[config.mk]
export PLATFORM = sky130hd
export DESIGN_NAME = sysbus_dbg_master
export DESIGN_NICKNAME = d
export VERILOG_FILES = /design/src/rtl/sbm_pkg.sv /design/src/rtl/sbm_access_check.sv /design/src/rtl/sbm_bus_engine.sv /design/src/rtl/sysbus_dbg_master.sv
export SDC_FILE = /design/constraint.sdc
export NUM_CORES = 1
export LEC_CHECK = 0
export BUFFER_PORTS_ARGS = -buffer_cell sky130_fd_sc_hd__buf_2
export CORE_ASPECT_RATIO = 0.75
export CORE_UTILIZATION = 54
export CTS_CLUSTER_DIAMETER = 60
export DETAILED_ROUTE_END_ITERATION = 10
export GPL_TIMING_DRIVEN = 0
export PLACE_DENSITY = 0.77
export SETUP_SLACK_MARGIN = 0.02
export SYNTH_ARGS = -nofsm -noshare
export SYNTH_HDL_FRONTEND = slang
export SYNTH_SLANG_ARGS = --single-unit
export TNS_END_PERCENT = 10
[constraint.sdc]
create_clock -name clk -period 3.8 [get_ports clk]
set_clock_uncertainty 0.15 [all_clocks]
set_input_delay 0.76 -clock clk [delete_from_list [all_inputs] [get_ports clk]]
set_output_delay 0.76 -clock clk [all_outputs]
set_load 0.005 [all_outputs]
[src/rtl/sbm_pkg.sv]
// Shared constants for the debug system-bus master.
// Assumes a 7-bit register address space; only the offsets below decode.
package sbm_pkg;
    localparam logic [6:0] RA_ADDR3 = 7'h37;
    localparam logic [6:0] RA_CTRL  = 7'h38;
    localparam logic [6:0] RA_ADDR0 = 7'h39;
    localparam logic [6:0] RA_ADDR1 = 7'h3A;
    localparam logic [6:0] RA_ADDR2 = 7'h3B;
    localparam logic [6:0] RA_DATA0 = 7'h3C;
    localparam logic [6:0] RA_DATA1 = 7'h3D;
    localparam logic [6:0] RA_DATA2 = 7'h3E;
    localparam logic [6:0] RA_DATA3 = 7'h3F;

    localparam logic [2:0] ERR_NONE    = 3'd0;
    localparam logic [2:0] ERR_TIMEOUT = 3'd1;
    localparam logic [2:0] ERR_BUS     = 3'd2;
    localparam logic [2:0] ERR_OTHER   = 3'd3;
    localparam logic [2:0] ERR_BUSY    = 3'd4;

    localparam logic [2:0] IF_REVISION = 3'd1;

    // Bytes moved by an access of the given size code.
    function automatic logic [7:0] size_bytes(input logic [2:0] sz);
        return 8'd1 << sz;
    endfunction
endpackage

[src/rtl/sbm_access_check.sv]
// Legality check for a bus access about to start.
// Combinational: the size must be implemented and the address naturally aligned.
// Assumes size codes up to 7, so at most 7 low address bits matter.
module sbm_access_check #(
    parameter int MAX_SZ_LOG2 = 2
) (
    input  logic [2:0] size_i,
    input  logic [6:0] addr_lo_i,
    output logic       ok_o
);
    logic size_ok;
    logic misaligned;

    // Decide whether the size is implemented and the address is aligned to it.
    always_comb begin
        size_ok    = (int'(size_i) <= MAX_SZ_LOG2);
        misaligned = 1'b0;
        for (int i = 0; i < 7; i++) begin
            if ((i < int'(size_i)) && addr_lo_i[i]) misaligned = 1'b1;
        end
        ok_o = size_ok && !misaligned;
    end
endmodule

[src/rtl/sbm_bus_engine.sv]
// Bus sequencer: issues one request pulse, then waits for a response or a timeout.
// Assumes go_i arrives only while idle. Request fields stay stable while waiting.
module sbm_bus_engine #(
    parameter int ADDR_W      = 32,
    parameter int DATA_W      = 32,
    parameter int TIMEOUT_CYC = 16
) (
    input  logic              clk,
    input  logic              rst_n,
    input  logic              go_i,
    input  logic              go_write_i,
    input  logic [ADDR_W-1:0] go_addr_i,
    input  logic [2:0]        go_size_i,
    input  logic [DATA_W-1:0] go_wdata_i,
    output logic              busy_o,
    output logic              fin_o,
    output logic [2:0]        fin_code_o,
    output logic              bus_req_valid,
    output logic              bus_req_write,
    output logic [ADDR_W-1:0] bus_req_addr,
    output logic [2:0]        bus_req_size,
    output logic [DATA_W-1:0] bus_req_wdata,
    input  logic              bus_rsp_valid,
    input  logic              bus_rsp_err
);
    import sbm_pkg::*;

    localparam int CNT_W = $clog2(TIMEOUT_CYC + 1);
    localparam logic [CNT_W-1:0] CNT_LAST = CNT_W'(TIMEOUT_CYC - 1);

    typedef enum logic { ST_IDLE, ST_WAIT } eng_st_e;

    eng_st_e          st_q;
    logic [CNT_W-1:0] cnt_q;

    assign busy_o = (st_q == ST_WAIT);

    // Completion happens on a response or when the wait window runs out.
    always_comb begin
        fin_o      = 1'b0;
        fin_code_o = ERR_NONE;
        if (st_q == ST_WAIT) begin
            if (bus_rsp_valid) begin
                fin_o      = 1'b1;
                fin_code_o = bus_rsp_err ? ERR_BUS : ERR_NONE;
            end else if (cnt_q == CNT_LAST) begin
                fin_o      = 1'b1;
                fin_code_o = ERR_TIMEOUT;
            end
        end
    end

    // State, wait counter and the registered request fields.
    always_ff @(posedge clk) begin
        if (!rst_n) begin
            st_q          <= ST_IDLE;
            cnt_q         <= '0;
            bus_req_valid <= 1'b0;
            bus_req_write <= 1'b0;
            bus_req_addr  <= '0;
            bus_req_size  <= '0;
            bus_req_wdata <= '0;
        end else begin
            bus_req_valid <= 1'b0;
            if (st_q == ST_IDLE) begin
                if (go_i) begin
                    st_q          <= ST_WAIT;
                    cnt_q         <= '0;
                    bus_req_valid <= 1'b1;
                    bus_req_write <= go_write_i;
                    bus_req_addr  <= go_addr_i;
                    bus_req_size  <= go_size_i;
                    bus_req_wdata <= go_wdata_i;
                end
            end else if (fin_o) begin
                st_q <= ST_IDLE;
            end else begin
                cnt_q <= cnt_q + 1'b1;
            end
        end
    end

    a_r2_req_implies_busy: assert property (@(posedge clk) disable iff (!rst_n)
        bus_req_valid |-> busy_o);
    a_r8_req_single_pulse: assert property (@(posedge clk) disable iff (!rst_n)
        bus_req_valid |=> !bus_req_valid);
    a_r11_wait_bounded: assert property (@(posedge clk) disable iff (!rst_n)
        busy_o |-> (cnt_q <= CNT_LAST));
    a_r2_fin_clears_busy: assert property (@(posedge clk) disable iff (!rst_n)
        fin_o |=> !busy_o);
endmodule

[src/rtl/sysbus_dbg_master.sv]
// Debug system-bus master top: register decode, access triggering, error and
// address bookkeeping. Assumes reg_wr and reg_rd are never high together.
// reg_rdata is combinational from reg_addr; read side effects act on reg_rd.
module sysbus_dbg_master #(
    parameter int ADDR_W      = 32,
    parameter int TIMEOUT_CYC = 16,
    parameter int MAX_SZ_LOG2 = 2
) (
    input  logic              clk,
    input  logic              rst_n,
    input  logic [6:0]        reg_addr,
    input  logic [31:0]       reg_wdata,
    input  logic              reg_wr,
    input  logic              reg_rd,
    output logic [31:0]       reg_rdata,
    output logic              bus_req_valid,
    output logic              bus_req_write,
    output logic [ADDR_W-1:0] bus_req_addr,
    output logic [2:0]        bus_req_size,
    output logic [31:0]       bus_req_wdata,
    input  logic              bus_rsp_valid,
    input  logic              bus_rsp_err,
    input  logic [31:0]       bus_rsp_rdata
);
    import sbm_pkg::*;

    localparam int DATA_W = 32;
    localparam logic [4:0] SIZE_CAPS = 5'((1 << (MAX_SZ_LOG2 + 1)) - 1);
    localparam logic [6:0] ASIZE     = 7'(ADDR_W);

    logic              rd_on_addr_q, rd_on_data_q, inc_q;
    logic [2:0]        size_q, err_q, err_nxt;
    logic [ADDR_W-1:0] addr_q, chk_addr;
    logic [DATA_W-1:0] data_q, go_wdata;
    logic              busy, fin, access_ok;
    logic [2:0]        fin_code;
    logic              is_addr_reg, is_data_reg, ctrl_wr, touch;
    logic              trig_rd_addr, trig_rd_data, trig_wr, want, go, bad;

    // Classify the current register access and derive the trigger conditions.
    always_comb begin
        is_addr_reg  = (reg_addr == RA_ADDR0) || (reg_addr == RA_ADDR1) ||
                       (reg_addr == RA_ADDR2) || (reg_addr == RA_ADDR3);
        is_data_reg  = (reg_addr == RA_DATA0) || (reg_addr == RA_DATA1) ||
                       (reg_addr == RA_DATA2) || (reg_addr == RA_DATA3);
        ctrl_wr      = reg_wr && (reg_addr == RA_CTRL);
        touch        = busy && ((reg_wr && (is_addr_reg || is_data_reg)) ||
                                (reg_rd && is_data_reg));
        trig_rd_addr = !busy && reg_wr && (reg_addr == RA_ADDR0) && rd_on_addr_q;
        trig_rd_data = !busy && reg_rd && (reg_addr == RA_DATA0) && rd_on_data_q;
        trig_wr      = !busy && reg_wr && (reg_addr == RA_DATA0);
        want         = (trig_rd_addr || trig_rd_data || trig_wr) && (err_q == ERR_NONE);
        chk_addr     = trig_rd_addr ? reg_wdata[ADDR_W-1:0] : addr_q;
        go_wdata     = trig_wr ? reg_wdata : data_q;
        go           = want && access_ok;
        bad          = want && !access_ok;
    end

    sbm_access_check #(.MAX_SZ_LOG2(MAX_SZ_LOG2)) u_check (
        .size_i    (size_q),
        .addr_lo_i (chk_addr[6:0]),
        .ok_o      (access_ok)
    );

    sbm_bus_engine #(
        .ADDR_W      (ADDR_W),
        .DATA_W      (DATA_W),
        .TIMEOUT_CYC (TIMEOUT_CYC)
    ) u_engine (
        .clk           (clk),
        .rst_n         (rst_n),
        .go_i          (go),
        .go_write_i    (trig_wr),
        .go_addr_i     (chk_addr),
        .go_size_i     (size_q),
        .go_wdata_i    (go_wdata),
        .busy_o        (busy),
        .fin_o         (fin),
        .fin_code_o    (fin_code),
        .bus_req_valid (bus_req_valid),
        .bus_req_write (bus_req_write),
        .bus_req_addr  (bus_req_addr),
        .bus_req_size  (bus_req_size),
        .bus_req_wdata (bus_req_wdata),
        .bus_rsp_valid (bus_rsp_valid),
        .bus_rsp_err   (bus_rsp_err)
    );

    // Next error code: bus outcome, then software clear, then busy touch, then legality.
    always_comb begin
        err_nxt = err_q;
        if (fin && (fin_code != ERR_NONE) && (err_nxt == ERR_NONE)) err_nxt = fin_code;
        if (ctrl_wr) err_nxt = err_nxt & ~reg_wdata[14:12];
        if (touch && (err_nxt == ERR_NONE)) err_nxt = ERR_BUSY;
        if (bad) err_nxt = ERR_OTHER;
    end

    // Configuration, error, address and data registers.
    always_ff @(posedge clk) begin
        if (!rst_n) begin
            rd_on_addr_q <= 1'b0;
            rd_on_data_q <= 1'b0;
            inc_q        <= 1'b0;
            size_q       <= 3'd2;
            err_q        <= ERR_NONE;
            addr_q       <= '0;
            data_q       <= '0;
        end else begin
            err_q <= err_nxt;
            if (ctrl_wr) begin
                rd_on_addr_q <= reg_wdata[20];
                size_q       <= reg_wdata[19:17];
                inc_q        <= reg_wdata[16];
                rd_on_data_q <= reg_wdata[15];
            end
            if (fin && (fin_code == ERR_NONE)) begin
                if (!bus_req_write) data_q <= bus_rsp_rdata;
                if (inc_q) addr_q <= addr_q + ADDR_W'(size_bytes(bus_req_size));
            end
            if (!busy && reg_wr && (reg_addr == RA_ADDR0)) addr_q <= reg_wdata[ADDR_W-1:0];
            if (!busy && reg_wr && (reg_addr == RA_DATA0)) data_q <= reg_wdata;
        end
    end

    // Register read multiplexer.
    always_comb begin
        reg_rdata = '0;
        case (reg_addr)
            RA_CTRL:  reg_rdata = {IF_REVISION, 7'd0, busy, rd_on_addr_q, size_q,
                                   inc_q, rd_on_data_q, err_q, ASIZE, SIZE_CAPS};
            RA_ADDR0: reg_rdata = 32'(addr_q);
            RA_DATA0: reg_rdata = data_q;
            default:  reg_rdata = '0;
        endcase
    end

    a_r5_err_sticky: assert property (@(posedge clk) disable iff (!rst_n)
        (err_q != ERR_NONE) && !ctrl_wr |=> (err_q == $past(err_q)));
    a_r10_no_req_on_err: assert property (@(posedge clk) disable iff (!rst_n)
        (err_q != ERR_NONE) |=> !bus_req_valid);
    a_r4_req_legal: assert property (@(posedge clk) disable iff (!rst_n)
        bus_req_valid |-> ((int'(bus_req_size) <= MAX_SZ_LOG2) &&
        ((bus_req_addr & (ADDR_W'(size_bytes(bus_req_size)) - 1'b1)) == '0)));
    a_r9_touch_flags: assert property (@(posedge clk) disable iff (!rst_n)
        touch |=> (err_q != ERR_NONE));
    a_r7_autoinc: assert property (@(posedge clk) disable iff (!rst_n)
        fin && (fin_code == ERR_NONE) && inc_q |=>
        (addr_q == $past(addr_q) + ADDR_W'(size_bytes($past(bus_req_size)))));
endmodule

==> results.ini, run 1 <==
[worst_setup_path]
critPathCaptureType = primary output
crit_fanout = 10
r2r_end = addr_q[24]$_SDFFE_PN0P_
required_ns = 2.89
rr_worst_depth = 9
crit_chain = buf_2, or3b_1, nor2_2, clkbuf_1, a22o_1, buf_2
path_common_cell = buf_2
reg2reg_slack_ns = 0.48
criticalPathCategory = primary input to primary output
crit_arrival_ns = 2.81
slowest_stage = clkbuf_1
worstSetupStartpointType = primary input
r2r-start = u_engine.bus_req_size[1]$_SDFFE_PN0P_
slowest_delay_ns = 0.67

[die]
dieWidth_microns = 137.3
die_area_sq_mm = 0.01421
die_h_microns = 103.5
core_area_sq_mm = 0.01320
io_pins = 178
initial_core_util_pct = 56.20
rows = 36

[sta]
fmax_mhz = 269.0
period_share_pct = 97.83
worst_pin_slew_ns = 1.436
grt_setup_unrepaired = false
finalHoldViolations = 0
drv_slew = 0
setup_viol = 0
slew_headroom_pct = 3.527
min_period_ns = 3.718
setup_tns_ns = 0

[cells_and_area]
diodes = 0
drive_gt1_share_pct = 20.48
synthToLayoutAreaGrowth_pct = 22.98
nNetsFinal = 1242
fin_cells = 1338

[synthesis]
synthTopCellsByCount = nand2_1 (211), dfxtp_1 (148), nor2_1 (120)
syn_nets = 1047
synth_area_leader_cell = dfxtp_1
ys_seq_elements = 148
ys_warn_count = 0
yosysTopAreaCellShare_pct = 39.95
synth_edf_count = 0
synth_area_leaders = dfxtp_1 (40%), nand2_1 (11%), a311oi_1 (7.7%)
syn_area_per_cell_sq_um = 7.734
synth_most_common_cell = nand2_1
synthArstFlopShare_pct = 0
synth_cell_types = 59
ys.flop_type = dfxtp_1
yosysSeqAreaShare_pct = 39.95
synthesis.area_sq_mm = 0.007417
synth_cells = 959

[min_path]
hold_class = flop to flop
hold_depth = 2
holdPathEnd = data_q[27]$_SDFFE_PN0P_
min_from = data_q[27]$_SDFFE_PN0P_

[place]
dpl.cell_count = 1306
place_congestion = 1.003
portBuffers = 176
dp.final_hpwl_microns = 20060

[grt]
antenna_found_initial = 0
grt_pass1_vias = 7593
grt_max_degree = 17
overflow = 0
grt_use_total_pct = 39.19
grt_pass1_wl_microns = 41320

[clock_tree]
cts_tree = yes
postCtsSetupBuffers = 0
h-tree-depth = 4
clkSinkCount = 148
clk_pin_slew_ns = 0.06
cts_root_buffer = clkbuf_16
numCtsBuffers = 17
clock_path_buffers = 2
clk_latency_ns = 0.43

[detailed_routing]
routedWlPerCell_microns = 20.49
drt_iter0_markers = 1063
ant_nets = 0
drc = 0
wirelength_microns = 27420
viasPerCell = 6.369
first_pass_iters = 6
vias = 8522

[status]
status = finished clean

[pwr]
ir_worst_vdd_mv = 0.3340
power_density_mw_per_mm2 = 376.3
leakagePower_nw = 3.338

[job]
drv_cap = 0

[worst max-delay path by stage]
stage | from | cells past startpoint | end | slack [ns]
CTS | reg_addr[0] | 6 | reg_rdata[30] | 0.04
global placement | reg_addr[0] | 7 | reg_rdata[12] | -0.15
finish | reg_addr[0] | 6 | reg_rdata[26] | 0.08
detailed placement | reg_addr[6] | 8 | reg_rdata[9] | -0.12
global route | reg_addr[0] | 7 | reg_rdata[29] | 0.04
floorplan | reg_addr[6] | 6 | reg_rdata[22] | 0.86
[kinds of logic (layout without fill, tap and decap cells)]
group | Yosys count | count (layout) | synth area share, %
multiplexers | 20 | 20 | 2.733
adder cells (fa/ha/maj) | 11 | 11 | 1.957
AO/OA/AOI/OAI | 228 | 228 | 21.93
AND/OR/NAND/NOR | 440 | 440 | 25.54
flip-flops | 148 | 148 | 39.95
XOR/XNOR | 19 | 19 | 2.244
buffers and inverters | 93 | 301 | 5.651
[cells in the final DEF, fill, tap and decap left out, types with 5 or more instances in the layout]
| cell | n |
|---|---|
| clkbuf_1 | 55 |
| mux2i_1 | 18 |
| a31oi_1 | 34 |
| a311oi_1 | 65 |
| nor2_1 | 118 |
| nand4_1 | 11 |
| ha_1 | 10 |
| o211ai_1 | 8 |
| buf_6 | 6 |
| inv_6 | 5 |
| o21ai_0 | 32 |
| nand3_1 | 40 |
| a211oi_1 | 7 |
| clkbuf_16 | 17 |
| buf_2 | 187 |
| nand2_1 | 211 |
| a21oi_1 | 34 |
| a22o_1 | 17 |
| a22oi_1 | 5 |
| inv_1 | 15 |
| xnor2_1 | 16 |
| nor3_1 | 19 |
| dfxtp_1 | 148 |
[worst max-delay path, delay by kind of cell]
family / cells / cell delay (ns)
buffers and inverters: 3 / 0.95
AO/OA/AOI/OAI: 1 / 0.28
AND/OR/NAND/NOR: 2 / 0.80
[layer usage]
metal	global-route usage, %	up-vias	wire length [microns]
li1	-	3828	-
met1	55.05	3934	11330
met3	8.236	79	3717
met5	0	-	0
met4	17.33	0	950
met2	57.93	681	11420
[sequential cells by signal, summed over array words and instances, names as in the netlist]
| signal | flops |
|---|---|
| u_engine.bus_req_valid | 1 |
| inc_q | 1 |
| addr_q | 32 |
| u_engine.bus_req_size | 3 |
| rd_on_data_q | 1 |
| u_engine.cnt_q | 5 |
| data_q | 32 |
| u_engine.bus_req_wdata | 32 |
| size_q | 3 |
| u_engine.bus_req_write | 1 |
| rd_on_addr_q | 1 |
| u_engine.bus_req_addr | 32 |
| err_q | 3 |
| u_engine.busy_o | 1 |
[per-stage QoR]
stage	cell area (sq um)	hold slack (ns)	power [mW]	util, %	setup WS [ns]
after detailed placement	8512	0.3272	1.740	64.50	-0.1189
after floorplan	7417	0.3098	1.648	-	0.8610
after CTS	9107	0.3364	3.415	69.01	0.04148
after global routing	9121	0.3578	3.501	69.11	0.03817
after global placement	8512	0.3216	1.739	64.50	-0.1547
final	9121	0.3391	3.432	69.11	0.08233
[timing repair]
| item | in CTS | in global routing |
|---|---|---|
| gates resized for setup | 2 | 3 |
| endpoints found under the setup margin | 14 | 27 |
| hold buffers | 0 | 0 |
[power by group]
group / switching [mW] / internal [mW] / leakage [nW] / total (mW)
sequential: 0.00418 / 1.56 / 1.19 / 1.56
combinational: 0.103 / 0.0510 / 1.87 / 0.154
clock: 0.719 / 0.999 / 0.277 / 1.72
total: 0.826 / 2.61 / 3.34 / 3.43
[layout make-up]
class	instances	area (sq um)
Sequential cell	148	2963
Timing Repair Buffer	176	880.8
Clock inverter	12	145.1
Inverter	16	60.06
Fill cell	1117	4076
Multi-Input combinational cell	718	4050
Buffer	77	361.6
Tap cell	171	214.0
Clock buffer	20	446.7
Note: power is estimated with default switching activity, not from simulation.
==> run 2, diff against run 1 <==
Settings changed: CTS_BUF_LIST set to sky130_fd_sc_hd__clkbuf_4 sky130_fd_sc_hd__clkbuf_8 sky130_fd_sc_hd__clkbuf_16.
==> results.ini, run 2 (same netlist as run 1, synthesis figures left out) <==
[worst_setup_path]
criticalPathCategory = primary input to primary output
required_ns = 2.89  ; about the same
crit_fanout = 10  ; unchanged
r2r-start = u_engine.bus_req_size[1]$_SDFFE_PN0P_
crit_chain = buf_2, or3b_1, nor2_2, clkbuf_1, a22o_1, buf_2
crit_arrival_ns = 2.80  ; about the same
slowest_stage = clkbuf_1
setup.worst_path.start = reg_addr[0]
critPathCaptureType = primary output
path_common_cell = buf_2
worstSetupStartpointType = primary input
slowest_delay_ns = 0.66  ; about the same

[detailed_routing]
routedWlPerCell_microns = 20.51  ; +0.10%
vias = 8490  ; -0.38%
wirelength_microns = 27450  ; +0.10%
first_pass_iters = 8  ; +2
ant_nets = 0  ; unchanged
drc = 0  ; unchanged
drt_iter0_markers = 1036  ; -2.5%
viasPerCell = 6.345  ; -0.38%

[cells_and_area]
drive_gt1_share_pct = 20.65  ; +0.17 points
fin_cells = 1338  ; unchanged
final_util_pct = 69.17  ; about the same
nNetsFinal = 1242  ; unchanged
final_common_cell = nand2_1
synthToLayoutAreaGrowth_pct = 23.08  ; about the same
num-fill-cells = 1117  ; unchanged
mostFrequentLayoutCells = nand2_1 (211), buf_2 (187), dfxtp_1 (148)
diodes = 0  ; unchanged
design_area_sq_mm = 0.009129  ; about the same

[grt]
grt_max_degree = 17  ; unchanged
grt_pass1_vias = 7591  ; -0.026%
overflow = 0  ; unchanged
antenna_found_initial = 0  ; unchanged
grt_pass1_wl_microns = 41320  ; unchanged
grt_use_total_pct = 39.25  ; +0.053 points

[pwr]
comb_power_share_pct = 4.5  ; about the same
leakagePower_nw = 3.345  ; +0.20%
ir_worst_vdd_mv = 0.3354  ; +0.43%
switching_share_pct = 24.01  ; -0.062 points
power.switching_uw = 828.0  ; +0.20%
clkPwrFrac_pct = 50.3  ; +0.2 points
internal_power_mw = 2.620  ; +0.54%
power_density_mw_per_mm2 = 377.7  ; +0.38%
p_seq_share_pct = 45.2  ; -0.3 points

[clock_tree]
clkSinkCount = 148  ; unchanged
clk_latency_ns = 0.43  ; about the same
h-tree-depth = 4  ; unchanged
cts_tree = yes
clk_pin_slew_ns = 0.06  ; about the same
cts_root_buffer = clkbuf_16
ctsHoldBuffers = 0  ; unchanged
postCtsSetupBuffers = 0  ; unchanged
clock_path_buffers = 2  ; unchanged
numCtsBuffers = 17  ; unchanged

[min_path]
min_from = data_q[27]$_SDFFE_PN0P_
hold_class = flop to flop

[job]
drv_cap = 0  ; unchanged

[die]
io_pins = 178  ; unchanged
dieWidth_microns = 137.3  ; unchanged
die_h_microns = 103.5  ; unchanged
rows = 36  ; unchanged
initial_core_util_pct = 56.20  ; unchanged
core_area_sq_mm = 0.01320  ; unchanged
die_area_sq_mm = 0.01421  ; unchanged

[sta]
min_period_ns = 3.707  ; -0.01051 ns
fmax_mhz = 269.7  ; +0.28%
period_share_pct = 97.56  ; -0.28 points
grt_setup_unrepaired = false
drv_slew = 0  ; unchanged
worst_pin_slew_ns = 1.383  ; -0.05324 ns
setup_viol = 0  ; unchanged
slew_headroom_pct = 7.104  ; +3.6 points
finalHoldViolations = 0  ; unchanged
fin_ws_ns = 0.09284  ; +0.01051 ns

[place]
place_congestion = 1.003  ; unchanged
placement.cell_area_sq_mm = 0.008512  ; unchanged
dp.final_hpwl_microns = 20060  ; unchanged
dpl.cell_count = 1306  ; unchanged
portBuffers = 176  ; unchanged
preCtsSetupSlack_ns = -0.1189  ; unchanged

[status]
status = finished clean

run 2: cell count changes in the layout (fill, tap and decap cells not counted):
cell      change
clkbuf_1      -2
clkbuf_4      +2
run 2: layout make-up:
type	instances	area (sq um)	area share, %
Buffer	77	361.6	3.961
Clock buffer	20	454.2	4.975
Clock inverter	12	145.1	1.590
Inverter	16	60.06	0.6579
Multi-Input combinational cell	718	4050	44.37
Sequential cell	148	2963	32.46
Tap cell	171	214.0	2.344
Timing Repair Buffer	176	880.8	9.649
run 2: power by group through the flow:
stage,registers (mW),clock network (mW),logic (mW)
after floorplan,1.59,0,0.0539
after detailed placement,1.59,0,0.146
after CTS,1.56,1.72,0.147
final,1.56,1.73,0.154
after global placement,1.59,0,0.145
after global routing,1.56,1.80,0.161
run 2: final timing paths:
path                                   to  slack, ns  depth (start not counted)
setup / recovery            reg_rdata[30]       0.09                          6
hold / removal    data_q[27]$_SDFFE_PN0P_       0.34                          2
setup reg to reg  addr_q[24]$_SDFFE_PN0P_       0.47                          9
hold reg to reg   data_q[27]$_SDFFE_PN0P_       0.34                          2
run 2: critical path, delay by kind of cell:
| kind | cells | cell delay (ns) |
|---|---|---|
| AO/OA/AOI/OAI | 1 | 0.27 |
| AND/OR/NAND/NOR | 2 | 0.80 |
| buffers and inverters | 3 | 0.95 |
run 2: repair_timing:
action / CTS / global route
endpoints found under the setup margin: 14 / 27
resized for setup: 2 / 3
gates cloned: 0 / 0
endpoints found under the hold margin: 0 / 0
run 2: through the flow:
step / setup TNS [ns] / power (mW) / hold WS [ns]
after detailed placement: -1.183 / 1.740 / 0.3272
final: 0 / 3.448 / 0.3372
after CTS: 0 / 3.430 / 0.3364
after floorplan: 0 / 1.648 / 0.3098
after global routing: 0 / 3.517 / 0.3578
after global placement: -1.288 / 1.739 / 0.3216
run 2: layer usage:
layer  share of wire [%]  global-route usage, %
met4                 3.4                  16.74
met3                  14                  8.674
met1                  41                  55.11
met2                  42                  57.96
met5                   0                      0
==> run 3, diff against run 2 <==
Clock period 3.8 ns to 3.6 ns, I/O delays scaled along.
==> results.ini, run 3 (same netlist as run 1, synthesis figures left out) <==
[cells_and_area]
mostFrequentLayoutCells = nand2_1 (211), buf_2 (187), dfxtp_1 (148)
synthToLayoutAreaGrowth_pct = 23.25
nNetsFinal = 1242  ; unchanged
final_util_pct = 69.26  ; +0.095 points
final_common_cell = nand2_1
drive_gt1_share_pct = 20.82  ; +0.17 points
diodes = 0  ; unchanged

[sta]
slew_headroom_pct = 1.889  ; -5.2 points
finalHoldViolations = 0  ; unchanged
period_share_pct = 94.60
fmax_mhz = 293.6
setup_viol = 0  ; unchanged
min_period_ns = 3.406
whs_ns = 0.3443  ; +0.007132 ns
worst_pin_slew_ns = 1.460  ; +0.07762 ns
drv_slew = 0  ; unchanged
grt_setup_unrepaired = false

[detailed_routing]
wirelength_microns = 27440  ; about the same
viasPerCell = 6.321  ; -0.38%
ant_nets = 0  ; unchanged
drc = 0  ; unchanged
drt_iter0_markers = 1077  ; +4.0%
vias = 8458  ; -0.38%
routedWlPerCell_microns = 20.51  ; about the same
first_pass_iters = 6  ; -2

[clock_tree]
ctsHoldBuffers = 0  ; unchanged
numCtsBuffers = 17  ; unchanged
clkSinkCount = 148  ; unchanged
clock_path_buffers = 2  ; unchanged
clk_pin_slew_ns = 0.07  ; about the same
h-tree-depth = 4  ; unchanged
cts_tree = yes
clk_latency_ns = 0.44  ; about the same
cts_root_buffer = clkbuf_16

[die]
die_h_microns = 103.5  ; unchanged
io_pins = 178  ; unchanged
initial_core_util_pct = 56.20  ; unchanged
rows = 36  ; unchanged
dieWidth_microns = 137.3  ; unchanged
core_area_sq_mm = 0.01320  ; unchanged
die_area_sq_mm = 0.01421  ; unchanged

[grt]
grt_max_degree = 17  ; unchanged
grt_pass1_wl_microns = 41320  ; unchanged
grt_pass1_vias = 7591  ; unchanged
antenna_found_initial = 0  ; unchanged
overflow = 0  ; unchanged
grt_use_total_pct = 39.25  ; unchanged

[min_path]
hold_class = flop to flop

[worst_setup_path]
required_ns = 2.73  ; -0.16 ns
crit_fanout = 10  ; unchanged
critPathCaptureType = primary output
criticalPathCategory = primary input to primary output
crit_arrival_ns = 2.54  ; -0.26 ns
worstSetupStartpointType = primary input

[pwr]
ir_worst_vdd_mv = 0.3596  ; +7.2%
power_density_mw_per_mm2 = 398.8  ; +5.6%
leakagePower_nw = 3.352  ; +0.22%
total_power_mw = 3.646  ; +5.7%

[status]
violations = max-capacitance violations
status = finished with violations

[job]
drv_cap = 1  ; +1

[place]
place_congestion = 1.003  ; unchanged
portBuffers = 176  ; unchanged
dp.final_hpwl_microns = 20060  ; unchanged

-- run 3: timing repair --
item / 4_1_cts / 5_1_grt
gates resized for setup: 5 / 4
cloned: 0 / 0
setup endpoints to repair: 23 / 8
endpoints found under the hold margin: 0 / 0
setup buffers: 0 / 0
-- run 3: metal layers --
| layer | up-vias | part of all wire (%) | global-route usage, % |
|---|---|---|---|
| met5 | - | 0 | 0 |
| met4 | 0 | 3.5 | 16.74 |
| met3 | 78 | 14 | 8.674 |
| met2 | 656 | 42 | 57.96 |
| met1 | 3887 | 41 | 55.11 |
| li1 | 3837 | - | - |
-- run 3: area by class of cell --
cell class              count  area, sq um
plain buffers              77        364.1
multi-input cells         718         4060
repair buffers            176        880.8
flip-flops and latches    148         2963
well taps                 171        214.0
fillers                  1115         4056
inverters                  16        60.06
clock buffers              20        454.2
clock inverters            12        145.1
-- run 3: final timing paths --
| check | startpoint | endpoint | slack [ns] | cells past startpoint |
|---|---|---|---|---|
| hold / removal | data_q[28]$_SDFFE_PN0P_ | data_q[28]$_SDFFE_PN0P_ | 0.34 | 2 |
| setup / recovery | reg_addr[6] | reg_rdata[9] | 0.19 | 8 |
| setup reg to reg | u_engine.bus_req_size[1]$_SDFFE_PN0P_ | addr_q[24]$_SDFFE_PN0P_ | 0.31 | 9 |
| hold reg to reg | data_q[28]$_SDFFE_PN0P_ | data_q[28]$_SDFFE_PN0P_ | 0.34 | 2 |
-- run 3: worst max-delay path: stages --
cell and delay, ns:
buf_2 0.11, and4b_1 0.23, buf_2 0.15, nand2_1 0.26, nor2_4 0.38, clkbuf_2 0.35
a22o_1 0.21, buf_2 0.12
-- run 3: power breakdown --
part | leakage, nW | total [mW] | internal, mW | switching (mW)
Clock | 0.283 | 1.84 | 1.07 | 0.766
Sequential | 1.19 | 1.65 | 1.64 | 0.00443
Combinational | 1.88 | 0.163 | 0.0539 | 0.109
Total | 3.35 | 3.65 | 2.77 | 0.880
-- run 3: through the flow --
| stage | worst slack, ns | TNS [ns] | cells | area (sq um) |
|---|---|---|---|---|
| after global routing | 0.09964 | 0 | 1338 | 9141 |
| final | 0.1944 | 0 | 1338 | 9141 |
| after CTS | 0.1044 | 0 | 1338 | 9120 |
| after detailed placement | -0.2389 | -3.132 | 1306 | 8512 |
| after floorplan | 0.7410 | 0 | 959 | 7417 |
| after global placement | -0.2747 | -3.323 | 1306 | 8512 |
